### config.mk
export PLATFORM = sky130hd
export DESIGN_NAME = uart_fifo_ctrl
export DESIGN_NICKNAME = d
export VERILOG_FILES = /design/src/rtl/ufc_pkg.sv /design/src/rtl/ufc_fifo.sv /design/src/rtl/ufc_ctrl.sv /design/src/rtl/ufc_datapath.sv /design/src/rtl/uart_fifo_ctrl.sv
export SDC_FILE = /design/constraint.sdc
export NUM_CORES = 1
export LEC_CHECK = 0
export BUFFER_PORTS_ARGS = -buffer_cell sky130_fd_sc_hd__clkbuf_2
export CAP_MARGIN = 10
export CORE_MARGIN = 5
export CORE_UTILIZATION = 35
export DETAILED_ROUTE_END_ITERATION = 12
export PLACE_DENSITY = 0.55
export SLEW_MARGIN = 40
export SYNTH_ARGS = -nofsm -noshare
export SYNTH_HDL_FRONTEND = slang
export SYNTH_SLANG_ARGS = --single-unit
export TNS_END_PERCENT = 5
### constraint.sdc
create_clock -name clk -period 8.1 [get_ports clk]
set_input_delay 1.62 -clock clk [delete_from_list [all_inputs] [get_ports clk]]
set_output_delay 1.62 -clock clk [all_outputs]
set_load 0.01 [all_outputs]
### src/rtl/ufc_pkg.sv
package ufc_pkg;

  // Control byte bit positions the decoder depends on
  localparam int CB_FIFO_EN = 0;
  localparam int CB_RX_CLR  = 1;
  localparam int CB_TX_CLR  = 2;

  typedef enum logic [1:0] {
    TRIG_ONE      = 2'b00,
    TRIG_FOUR     = 2'b01,
    TRIG_EIGHT    = 2'b10,
    TRIG_FOURTEEN = 2'b11
  } trig_sel_e;

  // Strobes and held settings from control to datapath
  typedef struct packed {
    logic      txClr;
    logic      rxClr;
    logic      fifoEn;
    trig_sel_e trigSel;
  } ufc_strobe_t;

  function automatic int trigBytes(trig_sel_e sel);
    unique case (sel)
      TRIG_ONE:      return 1;
      TRIG_FOUR:     return 4;
      TRIG_EIGHT:    return 8;
      default:       return 14;
    endcase
  endfunction

endpackage

### src/rtl/ufc_fifo.sv
module ufc_fifo #(
  parameter int W     = 8,
  parameter int DEPTH = 16,
  localparam int AW   = (DEPTH > 1) ? $clog2(DEPTH) : 1,
  localparam int CW   = $clog2(DEPTH + 1)
) (
  input  logic          clk,
  input  logic          rstN,
  input  logic          clr,
  input  logic          push,
  input  logic          pop,
  input  logic [W-1:0]  din,
  input  logic [CW-1:0] cap,
  output logic [W-1:0]  dout,
  output logic [CW-1:0] count
);

  localparam logic [AW-1:0] LAST = AW'(DEPTH - 1);

  logic [W-1:0]  mem [DEPTH];
  logic [AW-1:0] wrPtr, rdPtr;
  logic          pushOk, popOk;

  function automatic logic [AW-1:0] bump(logic [AW-1:0] p);
    return (p == LAST) ? '0 : p + 1'b1;
  endfunction

  assign pushOk = push && !clr && (count < cap);
  assign popOk  = pop && !clr && (count != '0);
  assign dout   = mem[rdPtr];

  always_ff @(posedge clk) begin
    if (pushOk) mem[wrPtr] <= din;
  end

  always_ff @(posedge clk or negedge rstN) begin
    if (!rstN) begin
      wrPtr <= '0;
      rdPtr <= '0;
      count <= '0;
    end else if (clr) begin
      wrPtr <= '0;
      rdPtr <= '0;
      count <= '0;
    end else begin
      if (pushOk) wrPtr <= bump(wrPtr);
      if (popOk)  rdPtr <= bump(rdPtr);
      unique case ({pushOk, popOk})
        2'b10:   count <= count + 1'b1;
        2'b01:   count <= count - 1'b1;
        default: count <= count;
      endcase
    end
  end

endmodule

### src/rtl/ufc_ctrl.sv
module ufc_ctrl
  import ufc_pkg::*;
(
  input  logic        clk,
  input  logic        rstN,
  input  logic        ctrlWe,
  input  logic [1:0]  trigBits,
  input  logic [2:0]  lowBits,
  output ufc_strobe_t strb
);

  logic      fifoEnQ;
  trig_sel_e trigSelQ;

  always_ff @(posedge clk or negedge rstN) begin
    if (!rstN) begin
      fifoEnQ  <= 1'b0;
      trigSelQ <= TRIG_ONE;
    end else if (ctrlWe) begin
      fifoEnQ  <= lowBits[CB_FIFO_EN];
      trigSelQ <= trig_sel_e'(trigBits);
    end
  end

  // Discard strobes live only in the write cycle: nothing is stored
  always_comb begin
    strb.txClr   = ctrlWe && lowBits[CB_TX_CLR];
    strb.rxClr   = ctrlWe && lowBits[CB_RX_CLR];
    strb.fifoEn  = fifoEnQ;
    strb.trigSel = trigSelQ;
  end

endmodule

### src/rtl/ufc_datapath.sv
module ufc_datapath
  import ufc_pkg::*;
#(
  parameter int W     = 8,
  parameter int DEPTH = 16,
  localparam int CW   = $clog2(DEPTH + 1)
) (
  input  logic          clk,
  input  logic          rstN,
  input  ufc_strobe_t   strb,
  input  logic          txWe,
  input  logic [W-1:0]  txData,
  input  logic          txShiftDone,
  input  logic          rxWe,
  input  logic [W-1:0]  rxData,
  input  logic          rxRe,
  output logic [W-1:0]  rxDout,
  output logic          txShiftValid,
  output logic [W-1:0]  txShiftData,
  output logic [CW-1:0] txCount,
  output logic [CW-1:0] rxCount,
  output logic          rxTrig
);

  localparam logic [CW-1:0] FULL_CAP = CW'(DEPTH);
  localparam logic [CW-1:0] ONE_CAP  = CW'(1);

  logic [CW-1:0] cap;
  logic [W-1:0]  txHead, rxHead;
  logic          txLoad, rxPop;
  logic [CW-1:0] trigLvl;
  int            rawLvl;

  assign cap = strb.fifoEn ? FULL_CAP : ONE_CAP;

  assign txLoad = !txShiftValid && (txCount != '0) && !strb.txClr;
  assign rxPop  = rxRe && (rxCount != '0) && !strb.rxClr;

  ufc_fifo #(.W(W), .DEPTH(DEPTH)) u_txq (
    .clk   (clk),
    .rstN  (rstN),
    .clr   (strb.txClr),
    .push  (txWe),
    .pop   (txLoad),
    .din   (txData),
    .cap   (cap),
    .dout  (txHead),
    .count (txCount)
  );

  ufc_fifo #(.W(W), .DEPTH(DEPTH)) u_rxq (
    .clk   (clk),
    .rstN  (rstN),
    .clr   (strb.rxClr),
    .push  (rxWe),
    .pop   (rxPop),
    .din   (rxData),
    .cap   (cap),
    .dout  (rxHead),
    .count (rxCount)
  );

  // Shift register holding stage: only load and done touch it
  always_ff @(posedge clk or negedge rstN) begin
    if (!rstN) begin
      txShiftValid <= 1'b0;
      txShiftData  <= '0;
    end else if (txLoad) begin
      txShiftValid <= 1'b1;
      txShiftData  <= txHead;
    end else if (txShiftDone) begin
      txShiftValid <= 1'b0;
    end
  end

  always_ff @(posedge clk or negedge rstN) begin
    if (!rstN)      rxDout <= '0;
    else if (rxPop) rxDout <= rxHead;
  end

  always_comb begin
    rawLvl  = trigBytes(strb.trigSel);
    trigLvl = (rawLvl > DEPTH) ? FULL_CAP : CW'(rawLvl);
    rxTrig  = strb.fifoEn && (rxCount >= trigLvl);
  end

endmodule

### src/rtl/uart_fifo_ctrl.sv
module uart_fifo_ctrl
  import ufc_pkg::*;
#(
  parameter int DEPTH = 16,
  localparam int CW   = $clog2(DEPTH + 1)
) (
  input  logic          clk,
  input  logic          rstN,
  input  logic          ctrlWe,
  input  logic [7:0]    ctrlData,
  input  logic          txWe,
  input  logic [7:0]    txData,
  input  logic          txShiftDone,
  input  logic          rxWe,
  input  logic [7:0]    rxData,
  input  logic          rxRe,
  output logic [7:0]    rxDout,
  output logic          txShiftValid,
  output logic [7:0]    txShiftData,
  output logic [CW-1:0] txCount,
  output logic [CW-1:0] rxCount,
  output logic          fifoMode,
  output logic          rxTrig
);

  ufc_strobe_t strb;

  ufc_ctrl u_ctrl (
    .clk      (clk),
    .rstN     (rstN),
    .ctrlWe   (ctrlWe),
    .trigBits (ctrlData[7:6]),
    .lowBits  (ctrlData[2:0]),
    .strb     (strb)
  );

  ufc_datapath #(.W(8), .DEPTH(DEPTH)) u_dp (
    .clk          (clk),
    .rstN         (rstN),
    .strb         (strb),
    .txWe         (txWe),
    .txData       (txData),
    .txShiftDone  (txShiftDone),
    .rxWe         (rxWe),
    .rxData       (rxData),
    .rxRe         (rxRe),
    .rxDout       (rxDout),
    .txShiftValid (txShiftValid),
    .txShiftData  (txShiftData),
    .txCount      (txCount),
    .rxCount      (rxCount),
    .rxTrig       (rxTrig)
  );

  assign fifoMode = strb.fifoEn;

endmodule

### Word-level counts from Yosys, hierarchy flattened

Memory sizes are Yosys's and may differ from the RTL's. A register that Yosys moved wholly into a read port is not among the register bits.
Index checks and enable logic that the tools add are counted.

* word-level logic and storage cells: 88
* output and inout port bits: 29
* memory bits (writable): 256
* bits of input ports: 31
* memories: 2
* register bits after elaboration: 30

Memories
* u_dp.u_rxq.mem: depth 16, width 8, rd ports 1, clocked after Yosys merged registers in 1, wr ports 1, RTL line ufc_fifo.sv:20 `logic [W-1:0] mem [DEPTH];`
* u_dp.u_txq.mem: depth 16, width 8, rd ports 1, clocked after Yosys merged registers in 1, wr ports 1, RTL line ufc_fifo.sv:20

* add/sub/neg operators: 8
* equal/unequal tests: 10
* muxes and demuxes: 25
* reduce and logical (&&, ||, !) cells: 30
* order comparisons: 4

Operators by type and width (number)
* $mux 4: 12
* $mux 5: 4
* $pmux 5 s2: 2
* $add 4x1->4 const B: 4
* $eq 4x4->1 const B: 4
* $logic_and 1x1->1: 15
* $pmux 4 s3: 1
* $add 5x1->5 const B: 2
* $lt 5x5->1: 2
* $reduce_bool 2->1: 5
* $reduce_bool 5->1: 2
* $sub 5x1->5 const B: 2
* $eq 2x1->1 const B: 3
* $eq 2x2->1 const B: 3
* $mux 1: 6
* $reduce_bool 3->1: 2
* $ge 5x5->1: 1
* $gt 4x5->1 const B: 1
* $logic_not 1->1: 5
* $logic_not 2->1: 1

### Depth between registers and ports, before layout

Gate-level depths: netlist (run 1).

* depth in word-level cells: 8
* gate-level depth with buffers: 14
* depth with buffers taken out: 12

### Cells and area by module

From an unflattened synthesis (run 1), not the netlist that was laid out.

* cells, all modules: 766
* area, all modules: 12992.5 um^2

By module, submodules not included
* ufc_fifo at u_dp.u_rxq: area each 6104.6 um^2, times used 1, cells each 381
* ufc_fifo at u_dp.u_txq: area each 5969.5 um^2, times used 1, cells each 318
* ufc_datapath: area each 787.0 um^2, times used 1, cells each 58
* ufc_ctrl: area each 131.4 um^2, times used 1, cells each 9

### Least setup slack after synthesis (run 1)

Ideal clock, no wire load.

* path type: input -> register
* start point: in ctrlWe
* end point: reg u_dp.u_txq.count[4]
* arrival time: 4.060 ns
* stages: 14
* setup slack: 3.953 ns
* required time: 8.013 ns
* cells stage by stage: buf_6 -> and2_1 -> clkbuf_1 -> nor3b_1 -> nand2_1 -> buf_2 -> nand2_1 -> inv_1 -> ha_1 -> nor2b_1 -> o21ai_0 -> nand2_1 -> or4_1 -> o211ai_1

* cells in the longest elaborated chain, start to end: 8
* elaborated cells between the ends (all ways): 12
* classes of those cells: 2 x eq/ne; 2 x mux; 8 x reduce/logical

RTL lines
* from (decl): RTL line uart_fifo_ctrl.sv:9 `input logic ctrlWe,`
* $logic_and 1x1->1 *: RTL line ufc_ctrl.sv:27 `strb.txClr = ctrlWe && lowBits[CB_TX_CLR];`
* $logic_not 1->1: RTL line ufc_fifo.sv:28, ufc_fifo.sv:29, ufc_datapath.sv:36
* $logic_and 1x1->1: RTL line ufc_datapath.sv:36 `assign txLoad = !txShiftValid && (txCount != '0) && !strb.txClr;`
* $logic_and 1x1->1 (2 in a row): RTL line ufc_fifo.sv:29 `assign popOk = pop && !clr && (count != '0);`
* $eq 2x1->1 or $eq 2x2->1 (tied branches): RTL line ufc_fifo.sv:48 `unique case ({pushOk, popOk})`
* $pmux 5 s2: RTL line ufc_fifo.sv:48
* $mux 5: RTL line ufc_fifo.sv:41 `end else if (clr) begin`
* to (signal assigned): RTL line ufc_fifo.sv:49 `2'b10: count <= count + 1'b1;`
* to (signal assigned): RTL line ufc_fifo.sv:50 `2'b01: count <= count - 1'b1;`
* to (signal assigned): RTL line ufc_fifo.sv:51 `default: count <= count;`
* to (decl): RTL line ufc_fifo.sv:15 `output logic [CW-1:0] count`

Mark *: on every way between the ends. The rest lies on a longest branch, timed or not.
A chain may end at the register's enable or synchronous reset.

### Worst setup path after layout (run 1)

Ends and elaborated chain as after synthesis.

==> key figures, run 1 <==
Yosys
  • Seq/Total Area, Yosys: 0.707
  • Net Count, Synth: 753
  • Post-synthesis simple-gate area fraction: 0.0551
  • Synth area leader: edfxtp_1
  • Top post-synthesis cells by area: edfxtp_1 (62%), mux4_2 (12%), dfrtp_1 (9.2%)
  • Synth cell types: 61
  • Yosys top cell area share: 0.615
  • Top_reg_cell synth: edfxtp_1
  • Synthesized area: 12500 sq um
  • Synth async-reset ratio: 0.152
  • Yosys reg bits: 302
  • Syn_area_per_cell: 17.9 sq um
  • XOR/XNOR Fraction of Synth Area: 0.00691
  • Number of synthesized flops with an enable pin: 256
  • Largest family of logic cells by synthesized area: multiplexers
  • Adder-cell share of the synthesized area: 0.0252
  • Post-synthesis mux area share: 0.143
  • Compound-Gate Fraction of Synth Area: 0.0452
  • Synth cell count leaders: edfxtp_1 (256), mux4_2 (64), dfrtp_1 (46), nand2_1 (46), mux2i_1 (34)
  • Mapped Cells: 698
  • Yosys warnings: 0
  • Most frequent cell after synthesis: edfxtp_1

Cells and area
  • Multi-input gate area: 3510 sq um
  • Final Core Density: 0.407
  • Final net count: 824
  • Share of cells above drive strength 1: 0.261
  • Diode count: 0
  • Filler instances: 3179
  • Area Growth Syn to Fin: 15.2%
  • Post-route insts no fill: 1254
  • Register Area: 8840 sq um

Power and ir drop
  • Worst VDD drop: 0.338 mV
  • Total power: 4540 uW
  • Pwr per Cell Area: 316 nW/um^2
  • Static Leak: 0.00487 uW

STA
  • Min Tclk post-route: 4420 ps
  • Slew Limit Headroom: 0.493
  • Max frequency: 226 MHz
  • RSZ-0062 raised after global routing: no
  • Slew Viols, Final: 0
  • Hold Slack: 495 ps
  • Fin crit share: 0.545
  • Setup TNS Final: 0 ps
  • Final setup fails: 0
  • Final Hold Vio Count: 0
  • Worst clock skew: 28.4 ps
  • Worst Tran Pin Value: 756 ps

Drt
  • Vias per cell: 5.07
  • ANT nets after route: 0
  • DR DRC count: 0
  • DRT iter0 DRCs: 389
  • DR pass1 iterations: 4
  • Final wirelength: 25.5 mm
  • Via count: 6358
  • Routed wire length per instance: 20.4 um

Die
  • Die Y: 199 um
  • Die Area: 39600 sq um
  • Starting Density: 0.353
  • Core ar.: 35400 sq um
  • I/O pin count: 60
  • # rows: 69
  • Die Wd: 199 um

Global route
  • First-pass GRT wire length: 40.0 mm
  • Overall routing resource usage: 0.131
  • Met3 Use GR: 0.0215
  • Met1 global-route usage: 0.177
  • GRT overflow: 0
  • Met2 usage: 0.223
  • Largest net degree at the start of global routing: 47
  • Vias in the first global route: 6744
  • Layer with the highest usage: met2
  • Antenna violations before repair: 0

Min path
  • HP Class: reg2reg

Worst setup path
  • CP max FO: 15
  • Kind of critical path: in2reg
  • Critical path's top delay family: simple AND/OR/NAND/NOR gates
  • Slowest CP cell: nand2_1
  • CP peak stage delay: 500 ps
  • Startpoint types: primary input
  • Critical Path Sink Type: register
  • CP dominant cell by count: nand2_1
  • Worst path bufs/invs: 2
  • Crit path required time: 8580 ps
  • Cell Chain, Critical Path: clkbuf_2, and2_1, nor3b_1, nand2_1, nand2_1, inv_1, ha_1, nor2b_1, o21ai_0, nand2_1, or4_1, o211ai_1
  • Arrival @ worst endpoint: 4890 ps

Placed design
  • # port buffers: 56
  • Hpwl dp: 15.6 mm
  • GP Congestion: 0.761
  • Placed cell count: 1197

CTS
  • Root cell of the clock tree: clkbuf_16
  • Post-CTS Resized: 0
  • Htree depth: 1
  • CTS Sinks: 302
  • Max clock buf depth: 3
  • Setup Fix Bufs, Post-CTS: 0
  • Clk_lat worst skew: 570 ps
  • Num CTS Buffers: 31
  • Worst-path clk slew: 60 ps
  • Hold-fix buffers, CTS: 0
  • CTS tree: yes

Run status
  • Status: complete, no violations

Run
  • Max cap viols: 0
[worst paths after layout]
kind | from | end | slack (ps) | cells after the start
min reg2reg | u_dp.txShiftData[1] | u_dp.txShiftData[1] | 490 | 2
max | ctrlWe | u_dp.u_txq.count[4] | 3680 | 12
min | u_dp.txShiftData[1] | u_dp.txShiftData[1] | 490 | 2
min in group asynchronous | rstN | u_dp.rxDout[0] | 1170 | 2
max in group asynchronous | rstN | u_dp.u_txq.rdPtr[3] | 6370 | 2
max reg2reg | u_ctrl.fifoEnQ | u_dp.u_txq.count[4] | 4430 | 12
[report_power, final]
part	total, uW	switching, uW	internal [uW]
clock	1420	569	848
sequential	1920	110	1810
combinational	1200	650	554
[final cells by class]
type	instances	share of cell area
multi-input combinational	347	0.244
clock inverter	13	0.0115
sequential	302	0.615
inverter	16	0.00417
timing repair buffer	71	0.0273
clock buffer	44	0.0587
tap	461	0.0401
[per-layer routing]
layer / vias to the layer above / share of wire
li1: 2952 / -
met1: 3244 / 0.44
met2: 127 / 0.50
met3: 35 / 0.040
met4: 0 / 0.018
met5: - / 0
[sequential cells by signal, indices dropped and copies added, names as in the netlist]
name / flops
u_dp.u_rxq.count: 5
u_dp.u_rxq.rdPtr: 4
u_dp.u_rxq.wrPtr: 4
u_ctrl.trigSelQ: 2
u_dp.u_rxq.mem: 128
u_dp.u_txq.rdPtr: 4
u_ctrl.fifoEnQ: 1
u_dp.txShiftValid: 1
u_dp.u_txq.wrPtr: 4
u_dp.txShiftData: 8
u_dp.u_txq.count: 5
u_dp.u_txq.mem: 128
u_dp.rxDout: 8
[cells in the final DEF, fill, tap and decap left out, drive strengths merged, types with 15 or more instances in the layout]
master,Yosys,final
a21oi,16,16
inv,16,17
nand2,47,47
dfrtp,46,46
nor2,31,31
o221ai,16,16
mux4,64,64
buf,17,15
ha,22,22
mux2i,34,34
edfxtp,256,256
o21ai,17,17
clkbuf,16,100
[through the flow]
stage	setup slack (ps)	cell area, sq um
2_1_floorplan	3950	12500
3_3_place_gp	3220	13300
3_5_place_dp	3110	13400
4_1_cts	3710	14400
5_1_grt	3340	14400
6_report	3680	14400
[worst register-to-register path: stages, from the launching register on]
cell and delay (ps):
dfrtp_1 480, inv_1 190, ha_1 230, nor3b_1 400
nand2_1 500, nand2_1 280, inv_1 110, ha_1 320
nor2b_1 140, o21ai_0 300, nand2_1 120, or4_1 410
o211ai_1 100
[logic make-up (layout without fill, tap and decap cells)]
family / Yosys count / in the layout
flip-flops: 302 / 302
AND/OR/NAND/NOR: 139 / 139
multiplexers: 98 / 98
AO/OA/AOI/OAI: 77 / 77
buffers and inverters: 49 / 144
adder cells (fa/ha/maj): 24 / 24
XOR/XNOR: 9 / 9
Power figures use the tool's default switching activity.
==> run 2, diff against run 1 <==
clock period = 4.4 ns   (was 8.1 ns; I/O delays follow)
==> key figures, run 2 (synthesis results as in run 1) <==
CTS
  • Hold-fix buffers, CTS: 0
  • CTS Sinks: 302
  • Num CTS Buffers: 35
  • Setup Fix Bufs, Post-CTS: 0
  • Root cell of the clock tree: clkbuf_16
  • CTS tree: yes
  • Max clock buf depth: 3
  • Worst-path clk slew: 60 ps
  • Clk_lat worst skew: 530 ps
  • Post-CTS Resized: 0
  • Htree depth: 2

Worst setup path
  • Reg2reg end: u_dp.u_txq.count[4]
  • R2r setup slk: 1050 ps
  • Reg2reg start: u_dp.u_txq.count[0]
  • Worst r2r path cells: 11
  • Kind of critical path: reg2reg
  • Crit path required time: 4830 ps
  • CP max FO: 8
  • Startpoint types: register
  • Critical Path Sink Type: register
  • Arrival @ worst endpoint: 3780 ps

Drt
  • DR pass1 iterations: 4
  • Final wirelength: 25.8 mm
  • Via count: 6479
  • DRT iter0 DRCs: 272
  • DR DRC count: 0
  • ANT nets after route: 0
  • Vias per cell: 5.09
  • Routed wire length per instance: 20.3 um

STA
  • Min Tclk post-route: 3350 ps
  • Worst Tran Pin Value: 693 ps
  • Slew Viols, Final: 0
  • Max frequency: 298 MHz
  • RSZ-0062 raised after global routing: no
  • Setup TNS Final: 0 ps
  • Final setup fails: 0
  • Fin crit share: 0.761
  • Hold Slack: 389 ps
  • Slew Limit Headroom: 0.538
  • Final Hold Vio Count: 0
  • Worst clock skew: 15.0 ps

Power and ir drop
  • Pwr per Cell Area: 583 nW/um^2
  • Static Leak: 0.00498 uW
  • Switching Fraction: 0.294
  • Seq pwr share: 0.431
  • Net Sw Power: 2490 uW
  • Worst VDD drop: 0.507 mV
  • Internal power: 5970 uW
  • Clock power frac: 0.319
  • Comb power frac: 0.250

Global route
  • Met2 usage: 0.226
  • First-pass GRT wire length: 40.9 mm
  • GRT overflow: 0
  • Antenna violations before repair: 0
  • Overall routing resource usage: 0.136
  • Vias in the first global route: 6950
  • Met1 global-route usage: 0.177
  • Met3 Use GR: 0.0300
  • Layer with the highest usage: met2
  • Largest net degree at the start of global routing: 37

Min path
  • HP Class: in2async

Cells and area
  • Filler instances: 3203
  • Diode count: 0
  • Most frequent cells in the layout: edfxtp_1 (256), mux4_2 (64), clkbuf_2 (56)
  • Most common cell after layout, fill and taps aside: edfxtp_1
  • Top Registers: u_dp.u_rxq.mem (128), u_dp.u_txq.mem (128)
  • Area Growth Syn to Fin: 16.2%
  • Final net count: 843
  • Share of cells above drive strength 1: 0.267

Die
  • Die Wd: 199 um
  • Core ar.: 35400 sq um
  • # rows: 69
  • I/O pin count: 60
  • Die Y: 199 um
  • Die Area: 39600 sq um
  • Starting Density: 0.353

Placed design
  • GP Congestion: 0.797
  • Hpwl dp: 16.1 mm
  • # port buffers: 56

Run status
  • Status: complete, no violations

Run
  • Max cap viols: 0
==> run 2: cell count changes in the layout (fill, tap and decap cells not counted), sizes merged <==
cell	before	now
buf	15	30
clkinvlp	1	2
clkbuf	100	102
inv	17	16
bufinv	4	1
clkinv	7	12
==> run 2: worst max-delay path, stage by stage, from the launching register on <==
cell	delay [ps]
dfrtp_1	470
or4_1	600
o21ai_0	400
nor2_1	150
nand2_1	140
inv_1	90
ha_1	320
nor2b_1	140
o21ai_0	340
nand2_1	130
or4_1	410
o211ai_1	90
==> run 2: area by class of cell <==
cell class | instances | area, sq um | area share
sequential | 302 | 8840 | 0.609
multi-input combinational | 347 | 3470 | 0.239
clock buffer | 46 | 970 | 0.0668
tap | 461 | 577 | 0.0397
timing repair buffer | 86 | 505 | 0.0348
clock inverter | 15 | 97.6 | 0.00672
inverter | 16 | 60.1 | 0.00414
==> run 2: worst max path at each step <==
stage                              startpoint             endpoint  slack (ps)  cells past startpoint
final                     u_dp.u_txq.count[0]  u_dp.u_txq.count[4]        1050                     11
after global routing      u_dp.u_txq.count[0]  u_dp.u_txq.count[4]         750                     11
after CTS                 u_dp.u_txq.count[1]  u_dp.u_txq.count[4]        1080                     11
after detailed placement               ctrlWe  u_dp.u_txq.count[4]         910                     12
after global placement                 ctrlWe  u_dp.u_rxq.count[4]         950                     12
after floorplan                        ctrlWe  u_dp.u_txq.count[4]         990                     14
==> run 2: routing by layer <==
| layer | vias up | wire length [um] |
|---|---|---|
| li1 | 2988 | - |
| met1 | 3306 | 11100 |
| met2 | 144 | 12800 |
| met3 | 41 | 1350 |
| met4 | 0 | 615 |
| met5 | - | 0 |
==> run 2: power groups by stage <==
stage,Clock (uW),Sequential (uW),Combinational (uW)
4_1_cts,2800,3660,2150
5_1_grt,2910,3700,2350
3_5_place_dp,0,3710,2140
6_report,2700,3650,2110
3_3_place_gp,0,3710,2140
2_1_floorplan,0,3580,1610
==> run 2: metrics by stage <==
| step | utilization | power, uW | area, sq um | worst slack (ps) | cells |
|---|---|---|---|---|---|
| 6_report | 0.410 | 8460 | 14500 | 1050 | 1273 |
| 5_1_grt | 0.410 | 8960 | 14500 | 749 | 1273 |
| 2_1_floorplan | - | 5190 | 12500 | 993 | 698 |
| 3_3_place_gp | 0.380 | 5850 | 13400 | 947 | 1212 |
| 4_1_cts | 0.410 | 8610 | 14500 | 1080 | 1273 |
| 3_5_place_dp | 0.380 | 5860 | 13500 | 912 | 1212 |
